File: src/rtl/i2c_hs_pkg.sv
package i2c_hs_pkg;

   typedef enum logic [3:0] {
      S_IDLE,
      S_START,
      S_BLO,
      S_BHI,
      S_RLO,
      S_RHI,
      S_RHOLD,
      S_PLO,
      S_PHI,
      S_PREL
   } seq_st_t;

   // States in which SCL is held low by the master
   function automatic logic st_scl_low(seq_st_t s);
      return (s == S_BLO) || (s == S_RLO) || (s == S_PLO);
   endfunction

endpackage

File: src/rtl/i2c_hs_tick.sv
module i2c_hs_tick #(
   parameter int PRD_W = 8
) (
   input  logic             clk,
   input  logic             rst_n,
   input  logic             run,
   input  logic [PRD_W-1:0] prd,
   output logic             tick
);
   localparam int CNT_W = PRD_W + 1;

   logic [CNT_W-1:0] cnt;
   logic [CNT_W-1:0] reload;

   // reload = 2*prd + 1 gives 2*(prd+1) clocks per tick
   assign reload = {prd, 1'b1};
   assign tick   = run && (cnt == '0);

   always_ff @(posedge clk or negedge rst_n) begin
      if (!rst_n)
         cnt <= '0;
      else if (!run || cnt == '0)
         cnt <= reload;
      else
         cnt <= cnt - 1'b1;
   end

   initial begin
      assert (PRD_W >= 1) else $error("PRD_W must be at least 1");
   end

   // ticks are never adjacent, so every phase spans whole ticks
   a_r2_tick_gap : assert property (@(posedge clk) disable iff (!rst_n)
      tick |=> !tick);

endmodule

File: src/rtl/i2c_hs_seq.sv
module i2c_hs_seq
   import i2c_hs_pkg::*;
#(
   parameter int LP_STD = 6,
   parameter int HP_STD = 4,
   parameter int LP_HS  = 2,
   parameter int HP_HS  = 1
) (
   input  logic       clk,
   input  logic       rst_n,
   input  logic       start,
   input  logic       hs_en,
   input  logic [2:0] mcode,
   input  logic [7:0] addr,
   input  logic       tick,
   input  logic       sda_in,
   output logic       scl_oe,
   output logic       sda_oe,
   output logic       busy,
   output logic       hs_active,
   output logic       hs_next,
   output logic       done,
   output logic       unexp_ack,
   output logic       addr_nack
);
   localparam int BYTE_W  = 8;
   localparam int IDX_W   = $clog2(BYTE_W + 1);
   localparam int MAX_A   = (LP_STD > HP_STD) ? LP_STD : HP_STD;
   localparam int MAX_B   = (LP_HS > HP_HS) ? LP_HS : HP_HS;
   localparam int SEG_MAX = (MAX_A > MAX_B) ? MAX_A : MAX_B;
   localparam int SEG_W   = $clog2(SEG_MAX + 1);
   localparam logic [IDX_W-1:0] ACK_IDX = IDX_W'(BYTE_W);

   seq_st_t          st, st_n;
   logic [SEG_W-1:0] seg, seg_len;
   logic [IDX_W-1:0] idx;
   logic [7:0]       shreg, addr_q;
   logic             mc_ph, hs_q, sda_q, sda_tgt, lo, seg_end;
   logic             unexp_q, nack_q;

   assign lo      = st_scl_low(st);
   assign seg_len = lo ? (hs_q ? SEG_W'(LP_HS) : SEG_W'(LP_STD))
                       : (hs_q ? SEG_W'(HP_HS) : SEG_W'(HP_STD));
   assign seg_end = tick && (seg == seg_len - 1'b1);

   always_comb begin
      st_n = st;
      case (st)
         S_IDLE:  if (start) st_n = S_START;
         S_START: if (seg_end) st_n = S_BLO;
         S_BLO:   if (seg_end) st_n = S_BHI;
         S_BHI:   if (seg_end) begin
                     if (idx != ACK_IDX) st_n = S_BLO;
                     else if (mc_ph)     st_n = S_RLO;
                     else                st_n = S_PLO;
                  end
         S_RLO:   if (seg_end) st_n = S_RHI;
         S_RHI:   if (seg_end) st_n = S_RHOLD;
         S_RHOLD: if (seg_end) st_n = S_BLO;
         S_PLO:   if (seg_end) st_n = S_PHI;
         S_PHI:   if (seg_end) st_n = S_PREL;
         S_PREL:  if (seg_end) st_n = S_IDLE;
         default: st_n = S_IDLE;
      endcase
   end

   always_comb begin
      hs_next = hs_q;
      if (st == S_BHI && seg_end && idx == ACK_IDX && mc_ph) hs_next = 1'b1;
      else if (st == S_PREL && seg_end)                      hs_next = 1'b0;
   end

   always_comb begin
      case (st)
         S_START, S_RHOLD, S_PLO, S_PHI: sda_tgt = 1'b1;
         S_BLO, S_BHI: sda_tgt = (idx != ACK_IDX) ? ~shreg[7] : 1'b0;
         default:      sda_tgt = 1'b0;
      endcase
   end

   // First tick of a low phase keeps the previous SDA level
   assign sda_oe    = (lo && seg == '0) ? sda_q : sda_tgt;
   assign scl_oe    = lo;
   assign busy      = (st != S_IDLE);
   assign hs_active = hs_q;
   assign unexp_ack = unexp_q;
   assign addr_nack = nack_q;

   always_ff @(posedge clk or negedge rst_n) begin
      if (!rst_n) begin
         st      <= S_IDLE;
         seg     <= '0;
         idx     <= '0;
         shreg   <= '0;
         addr_q  <= '0;
         mc_ph   <= 1'b0;
         hs_q    <= 1'b0;
         sda_q   <= 1'b0;
         done    <= 1'b0;
         unexp_q <= 1'b0;
         nack_q  <= 1'b0;
      end else begin
         st    <= st_n;
         hs_q  <= hs_next;
         sda_q <= sda_oe;
         done  <= (st == S_PREL) && seg_end;
         if (st == S_IDLE) begin
            seg <= '0;
            if (start) begin
               shreg   <= hs_en ? {4'b0000, 1'b1, mcode} : addr;
               addr_q  <= addr;
               mc_ph   <= hs_en;
               idx     <= '0;
               unexp_q <= 1'b0;
               nack_q  <= 1'b0;
            end
         end else if (seg_end) begin
            seg <= '0;
         end else if (tick) begin
            seg <= seg + 1'b1;
         end
         if (st == S_BLO && seg_end && idx == ACK_IDX) begin
            if (mc_ph && !sda_in)  unexp_q <= 1'b1;
            if (!mc_ph && sda_in)  nack_q  <= 1'b1;
         end
         if (st == S_BHI && seg_end) begin
            if (idx != ACK_IDX) begin
               idx   <= idx + 1'b1;
               shreg <= {shreg[6:0], 1'b0};
            end else if (mc_ph) begin
               mc_ph <= 1'b0;
               shreg <= addr_q;
               idx   <= '0;
            end
         end
      end
   end

   initial begin
      assert (LP_STD >= 2 && LP_HS >= 2) else $error("low phases need two ticks");
      assert (HP_STD >= 1 && HP_HS >= 1) else $error("high phases need a tick");
   end

   a_r8_sda_moves_low : assert property (@(posedge clk) disable iff (!rst_n)
      (sda_oe != $past(sda_oe)) |->
         ((scl_oe && $past(scl_oe)) || st == S_START || st == S_RHOLD || st == S_PREL));

   a_r10_done_single : assert property (@(posedge clk) disable iff (!rst_n)
      done |=> !done);

   a_r7_hs_at_restart : assert property (@(posedge clk) disable iff (!rst_n)
      $rose(hs_active) |-> (st == S_RLO));

   a_r6_unexp_in_mcode : assert property (@(posedge clk) disable iff (!rst_n)
      $rose(unexp_ack) |-> (busy && !hs_active));

   a_r10_idle_slow : assert property (@(posedge clk) disable iff (!rst_n)
      !busy |-> !hs_active);

   a_r12_start_ignored : assert property (@(posedge clk) disable iff (!rst_n)
      (busy && start && !done) |=> $stable(addr_q));

endmodule

File: src/rtl/i2c_hs_entry_master.sv
module i2c_hs_entry_master #(
   parameter int PRD_W  = 8,
   parameter int LP_STD = 6,
   parameter int HP_STD = 4,
   parameter int LP_HS  = 2,
   parameter int HP_HS  = 1
) (
   input  logic             clk,
   input  logic             rst_n,
   input  logic [PRD_W-1:0] norm_prd,
   input  logic [PRD_W-1:0] hs_prd,
   input  logic             hs_prd_sel,
   input  logic             hs_en,
   input  logic             start,
   input  logic [2:0]       mcode,
   input  logic [7:0]       addr,
   input  logic             sda_in,
   output logic             scl_oe,
   output logic             sda_oe,
   output logic             busy,
   output logic             hs_active,
   output logic             done,
   output logic             unexp_ack,
   output logic             addr_nack
);
   logic             tick, hs_next;
   logic [PRD_W-1:0] prd_use;

   // Period for the tick that follows: the high-speed value only when selected
   assign prd_use = (hs_next && hs_prd_sel) ? hs_prd : norm_prd;

   i2c_hs_tick #(.PRD_W(PRD_W)) i_tick (
      .clk   (clk),
      .rst_n (rst_n),
      .run   (busy),
      .prd   (prd_use),
      .tick  (tick)
   );

   i2c_hs_seq #(
      .LP_STD (LP_STD),
      .HP_STD (HP_STD),
      .LP_HS  (LP_HS),
      .HP_HS  (HP_HS)
   ) i_seq (
      .clk       (clk),
      .rst_n     (rst_n),
      .start     (start),
      .hs_en     (hs_en),
      .mcode     (mcode),
      .addr      (addr),
      .tick      (tick),
      .sda_in    (sda_in),
      .scl_oe    (scl_oe),
      .sda_oe    (sda_oe),
      .busy      (busy),
      .hs_active (hs_active),
      .hs_next   (hs_next),
      .done      (done),
      .unexp_ack (unexp_ack),
      .addr_nack (addr_nack)
   );

   a_r4_slow_when_idle : assert property (@(posedge clk) disable iff (!rst_n)
      !busy |-> (prd_use == norm_prd));

endmodule

File: config.mk
export PLATFORM = sky130hd
export DESIGN_NAME = i2c_hs_entry_master
export DESIGN_NICKNAME = d
export VERILOG_FILES = /design/src/rtl/i2c_hs_pkg.sv /design/src/rtl/i2c_hs_tick.sv /design/src/rtl/i2c_hs_seq.sv /design/src/rtl/i2c_hs_entry_master.sv
export SDC_FILE = /design/constraint.sdc
export NUM_CORES = 1
export LEC_CHECK = 0
export ABC_AREA = 1
export BUFFER_PORTS_ARGS = -buffer_cell sky130_fd_sc_hd__buf_2
export CAP_MARGIN = 20
export CELL_PAD_IN_SITES_DETAIL_PLACEMENT = 0
export CELL_PAD_IN_SITES_GLOBAL_PLACEMENT = 1
export CORE_MARGIN = 2
export CORE_UTILIZATION = 23
export DETAILED_ROUTE_END_ITERATION = 10
export PLACE_DENSITY = 0.49
export SKIP_CTS_REPAIR_TIMING = 1
export SLEW_MARGIN = 20
export SYNTH_ARGS = -nofsm -noshare
export SYNTH_HDL_FRONTEND = slang
export SYNTH_HIERARCHICAL = 1
export SYNTH_SLANG_ARGS = --single-unit
File: constraint.sdc
create_clock -name clk -period 4.73 [get_ports clk]
set_clock_uncertainty 0.05 [all_clocks]
set_input_delay 0 -clock clk [delete_from_list [all_inputs] [get_ports clk]]
set_output_delay 0 -clock clk [all_outputs]
set_load 0.02 [all_outputs]
After elaboration in Yosys (flattened, before gate mapping) --
Cells that the tools add are included.
Storage, ports and cells: register bits after elaboration 42, input port bits 33
Cells by class: add/sub/neg operators 4, eq/ne operators 21, multiplexer cells 49, bitwise operators 1, reductions and logical operators 28
Operators by type and width (number):
- 2-to-1 mux 4 bit | 15
- 2-to-1 mux 8 bit | 7
- case mux 4 bit (9 select lines) | 1
- 2-to-1 mux 3 bit | 6
- 2-to-1 mux 1 bit | 17
- == test 4 x 3 -> 1 bit (second input constant) | 4
- inequality test 2 x 1 -> 1 bit (second input constant) | 8
- == test 4 bit (second input constant) | 3
- logical AND 1 bit | 12
- logical NOT 9 bit | 1
- 2-to-1 mux 9 bit | 1
- AND reduction 9 bit | 1
- subtractor 9 x 1 -> 9 bit (second input constant) | 1
- == test 4 x 2 -> 1 bit (second input constant) | 2
- adder 4 x 1 -> 4 bit (second input constant) | 1
- == test 4 x 1 -> 1 bit (second input constant) | 1
- logical NOT 4 bit | 1
- inequality test 4 bit (second input constant) | 1
- nonzero test 4 bit | 1
- OR reduction 2 bit | 2
- OR reduction 4 bit | 1
- adder 3 x 1 -> 3 bit (second input constant) | 1
- == test 3 bit | 1
- logical NOT 1 bit | 3
- 9 further kinds | 11

Logic depth before layout (Yosys ltp) --
word-level depth 14, gate-level depth with buffers 20, gate-level depth less buffers 18

Modules after synthesis --
Netlist, hierarchy kept.
Modules (own cells, without submodules):
- i2c_hs_seq | times used 1, cells each 301, area each 2088.3 um^2
- i2c_hs_tick | times used 1, cells each 76, area each 555.5 um^2
- i2c_hs_entry_master | times used 1, cells each 27, area each 142.6 um^2

Worst setup path before layout --
Ideal clock, no wire load.
path type reg2reg, start reg i_seq.st[3], end reg i_tick.cnt[3], setup time 0.116 ns, data arrival time 2.502 ns, data required time 4.564 ns, slack 2.062 ns, cell stages (with the launch flop) 20, path buffers 3, period minus slack after synthesis 2.668 ns, cell sequence dfrtp_1 -> nor2_2 -> nand2_1 -> buf_2 -> inv_1 -> nor2_1 -> a21boi_0 -> nand2_1 -> nor2_4 -> nand3_4 -> inv_2 -> buf_6 -> nand2_1 -> o21ai_1 -> buf_6 -> nand2_8 -> nand2_1 -> nand2_1 -> nand2_1 -> nand2_1
Between the ends: elaborated cells on any way between the ends 24, those cells by class 1 x add/sub; 6 x eq/ne; 5 x mux; 12 x reduce/logical
RTL lines:
- start, declared | line i2c_hs_seq.sv:34 | seq_st_t st, st_n;
- start signal, assigned | line i2c_hs_seq.sv:103 | st <= st_n;
- nonzero test 4 bit (*) | line i2c_hs_seq.sv:84 | assign busy = (st != S_IDLE);
- via busy | line i2c_hs_entry_master.sv:20 | output logic busy,
- logical AND 1 bit (*) | line i2c_hs_tick.sv:17 | assign tick = run && (cnt == '0);
- via tick | line i2c_hs_entry_master.sv:26 | logic tick, hs_next;
- logical AND 1 bit (*) | line i2c_hs_seq.sv:44 | assign seg_end = tick && (seg == seg_len - 1'b1);
- logical AND 1 bit (3 in series) | line i2c_hs_seq.sv:69 | if (st == S_BHI && seg_end && idx == ACK_IDX && mc_ph) hs_next = 1'b1;
- 2-to-1 mux 1 bit (*) | line i2c_hs_seq.sv:69
- via hs_next | line i2c_hs_entry_master.sv:26
- logical AND 1 bit (*) | line i2c_hs_entry_master.sv:30 | assign prd_use = (hs_next && hs_prd_sel) ? hs_prd : norm_prd;
- 2-to-1 mux 8 bit (*) | line i2c_hs_entry_master.sv:30
- via prd_use[2] | line i2c_hs_entry_master.sv:27 | logic [PRD_W-1:0] prd_use;
- 2-to-1 mux 9 bit (*) | line i2c_hs_tick.sv:22 | else if (!run || cnt == '0)
- end signal, assigned | line i2c_hs_tick.sv:23 | cnt <= reload;
- end signal, assigned | line i2c_hs_tick.sv:25 | cnt <= cnt - 1'b1;
- end, declared | line i2c_hs_tick.sv:12 | logic [CNT_W-1:0] cnt;
Mark *: on every way through the listed nets, which the timed path passes. The rest lies on a longest branch. A chain may end at the register's enable or synchronous reset.

Worst setup path in the final report --
start reg i_seq.st[1], end reg i_tick.cnt[4]
Between the ends: elaborated cells on any way between the ends 24, those cells by class 1 x add/sub; 6 x eq/ne; 5 x mux; 12 x reduce/logical
RTL lines (line):
- nonzero test 4 bit (*) | i2c_hs_seq.sv:84
- logical AND 1 bit (*) | i2c_hs_tick.sv:17
- via tick | i2c_hs_entry_master.sv:26
- logical AND 1 bit (*) | i2c_hs_seq.sv:44
- logical AND 1 bit (3 in series) | i2c_hs_seq.sv:69
- 2-to-1 mux 1 bit (*) | i2c_hs_seq.sv:69
- via hs_next | i2c_hs_entry_master.sv:26
- logical AND 1 bit (*) | i2c_hs_entry_master.sv:30
- 2-to-1 mux 8 bit (*) | i2c_hs_entry_master.sv:30
- via prd_use[3] | i2c_hs_entry_master.sv:27
- 2-to-1 mux 9 bit (*) | i2c_hs_tick.sv:22
Marks and branches as above.

==> metrics.cfg <==
[grt]
track_usage_pct = 12.77
grt_pass1_vias = 2558
grt_max_degree = 43
grt_pass1_wl_mm = 12.97
overflow = 0
antenna_found_initial = 0

[floorplan]
io_pins = 40
fp.dieArea_um2 = 13010
floorplan.initialDensity_pct = 23.39
dieHeight_um = 114.1
rows = 40
coreArea_um2 = 11910
dieWidth_um = 114.1

[worst_setup_path]
critPathMaxStageDelay_ps = 510
end_kind = flip-flop
start_kind = flip-flop
cpMostUsedCell = nand2_1
cp.required_ps = 4860
crit_family = simple AND/OR/NAND/NOR gates
crit_chain = nor2_2 > nand2_1 > buf_4 > inv_1 > nor2_1 > a21boi_0 > nand2_1 > nor2_4 > nand3_4 > inv_2 > nand2_1 > o21ai_1 > nand2_8 > nand2_1 > nand2_1 > nand2_1 > nand2_1
critPathBufInv = 3
path_class = reg2reg
cp.arrival_ps = 3440
slowest_stage = dfrtp_1
path_max_fanout = 17

[cells_and_area]
finish.utilization_pct = 28.18
antenna_cells = 0
nFillCells = 1334
final_cell_mix = nand2_1 (187), dfrtp_1 (42), buf_2 (39), inv_1 (34), nand3_1 (27)
layout.nets = 491
fin_cells = 600
mostFrequentLayoutCell = nand2_1
final_area_um2 = 3357
layout-drive-gt1-share_pct = 15.89
syn_to_final_growth_pct = 20.48

[worst_hold_path]
hold_path.class = in2reg

[sta]
fin_crit_ps = 3316
final.setup.worst_slack_ps = 1414
finalCritPeriodShare_pct = 70.11
setup_viol = 0
fin_hold_ws_ps = -37.84
fmax_ghz = 0.3015
maxSlewViolCount = 0
rsz0062_at_grt = false
worst_slew_pin_slew_ps = 910.4
max_slew_margin_pct = 38.90
setup_tns_ps = 0
hold_viol = 6

[synth]
syn-cell-area_um2 = 2786
syn_nets = 442
postSynthCellCount = 404
avgSynthCellArea_um2 = 6.897
synth_cell_types = 33
yosysSeqAreaShare_pct = 37.72
ys_ff_latch = 42
yosys_warnings = 6

[detailed_routing]
wirelength_mm = 7.727
drt_iter0_drc = 110
wl_per_cell_um = 12.88
via_per_inst = 4.302
drc = 0
ant_nets = 0
vias = 2581
drt_first_pass_iters = 4

[power_and_ir_drop]
p_clk_share_pct = 44.4
p_sw_mw = 0.1727
comb_power_share_pct = 6.9
power_density_nw_per_um2 = 224.1
ir_worst_vdd_mv = 0.1176
power.internal_mw = 0.5796
seqPwrFrac_pct = 48.7
leakage_nw = 1.783
switching_share_pct = 22.96
total_power_mw = 0.7524

[cts]
cts.sinks = 42
worstSkewPairLatency_ps = 280
htreeDepth = 2
cts_max_path_buffers = 2
cts_made_buffers = 5
clk_pin_slew_ps = 60
cts_tree = done
cts_root_buffer = clkbuf_16

[place]
dp_hpwl_mm = 5.721
numPlacedInstances = 581
pre_cts_slack_ps = 1376
routabilityCongestion = 0.7836
portBuffers = 39
placed_area_um2 = 3104

[status]
outcome = finished, violations left
violations = hold timing

[job]
drv_cap = 0

-- kinds of logic (layout without fill, tap and decap cells) --
family,count (synthesis),count (layout),synth area share (%)
simple gates,260,260,41.49
buf+inv,50,99,8.127
flops,42,42,37.72
compound gates,41,41,8.442
fa+ha+maj,5,5,2.245
xor+xnor,4,4,1.258
mux,2,2,0.7185
-- cell usage after synthesis --
master | instances | area [um2]
nand2_1 | 187 | 701.9
dfrtp_1 | 42 | 1051
inv_1 | 34 | 127.6
nand3_1 | 27 | 135.1
nor2_1 | 18 | 67.56
o21ai_0 | 16 | 80.08
o21ai_1 | 10 | 50.05
a21boi_0 | 6 | 45.04
nand2_2 | 6 | 37.54
ha_1 | 5 | 62.56
nor2_4 | 5 | 56.30
buf_2 | 4 | 20.02
buf_6 | 4 | 45.04
inv_2 | 4 | 15.01
clkbuf_1 | 3 | 11.26
nand3b_1 | 3 | 22.52
nand4_1 | 3 | 18.77
nor2_2 | 3 | 18.77
xor2_1 | 3 | 26.28
a21oi_1 | 2 | 10.01
a31oi_1 | 2 | 12.51
mux2i_1 | 2 | 20.02
nand2_4 | 2 | 22.52
nand3_4 | 2 | 35.03
nor3_1 | 2 | 10.01
o22ai_1 | 2 | 12.51
a21oi_2 | 1 | 8.760
buf_4 | 1 | 7.510
nand2_8 | 1 | 20.02
nand3_2 | 1 | 10.01
o31ai_1 | 1 | 7.510
o32ai_1 | 1 | 8.760
xnor2_1 | 1 | 8.760
-- path summary, 6_finish.rpt --
| path | depth (start not counted) | to | slack (ps) | startpoint |
|---|---|---|---|---|
| hold / removal | 5 | i_tick/cnt[6] | -40 | norm_prd[5] |
| max in group asynchronous | 3 | i_seq/st[0] | 3930 | rst_n |
| min in group asynchronous | 3 | i_tick/cnt[6] | 290 | rst_n |
| setup reg to reg | 17 | i_tick/cnt[4] | 1410 | i_seq/st[1] |
| setup / recovery | 17 | i_tick/cnt[4] | 1410 | i_seq/st[1] |
| hold reg to reg | 1 | i_tick/cnt[0] | 380 | i_tick/cnt[0] |
-- worst register-to-register path, stage by stage (launching register included) --
cell and delay, ps:
dfrtp_1 510, nor2_2 100, nand2_1 80, buf_4 240, inv_1 120, nor2_1 260, a21boi_0 250, nand2_1 120
nor2_4 130, nand3_4 200, inv_2 220, nand2_1 90, o21ai_1 490, nand2_8 110, nand2_1 90, nand2_1 50
nand2_1 60, nand2_1 40
-- power by group through the flow --
| stage | Clock (mW) | Combinational, mW | Sequential, mW |
|---|---|---|---|
| 6_report | 0.334 | 0.0518 | 0.366 |
| 5_1_grt | 0.367 | 0.0600 | 0.367 |
| 4_1_cts | 0.354 | 0.0466 | 0.366 |
| 3_5_place_dp | 0 | 0.0463 | 0.373 |
| 3_3_place_gp | 0 | 0.0465 | 0.373 |
| 2_1_floorplan | 0 | 0.0180 | 0.371 |
-- layout make-up --
class | count | area (um2) | share of cell area (%)
multi-input combinational | 312 | 1509 | 44.95
sequential | 42 | 1051 | 31.31
timing repair buffer | 54 | 337.8 | 10.06
tap | 147 | 183.9 | 5.479
inverter | 38 | 142.6 | 4.249
clock buffer | 7 | 132.6 | 3.951
-- metal layers --
metal / vias up / global-route usage [%] / wire length, um
li1: 1361 / - / -
met2: 34 / 22.38 / 3795
met1: 1180 / 16.01 / 3601
met3: 6 / 2.594 / 239
met4: 0 / 3.415 / 90
met5: - / 0 / 0
-- registers in the layout (all words and copies together), names as in the netlist, 3 cells and up --
name and count:
i_seq/idx 4, i_seq/shreg 8, i_seq/addr_q 8, i_seq/seg 3, i_seq/st 4, i_tick/cnt 9
Note: power is estimated with default switching activity, not from simulation.
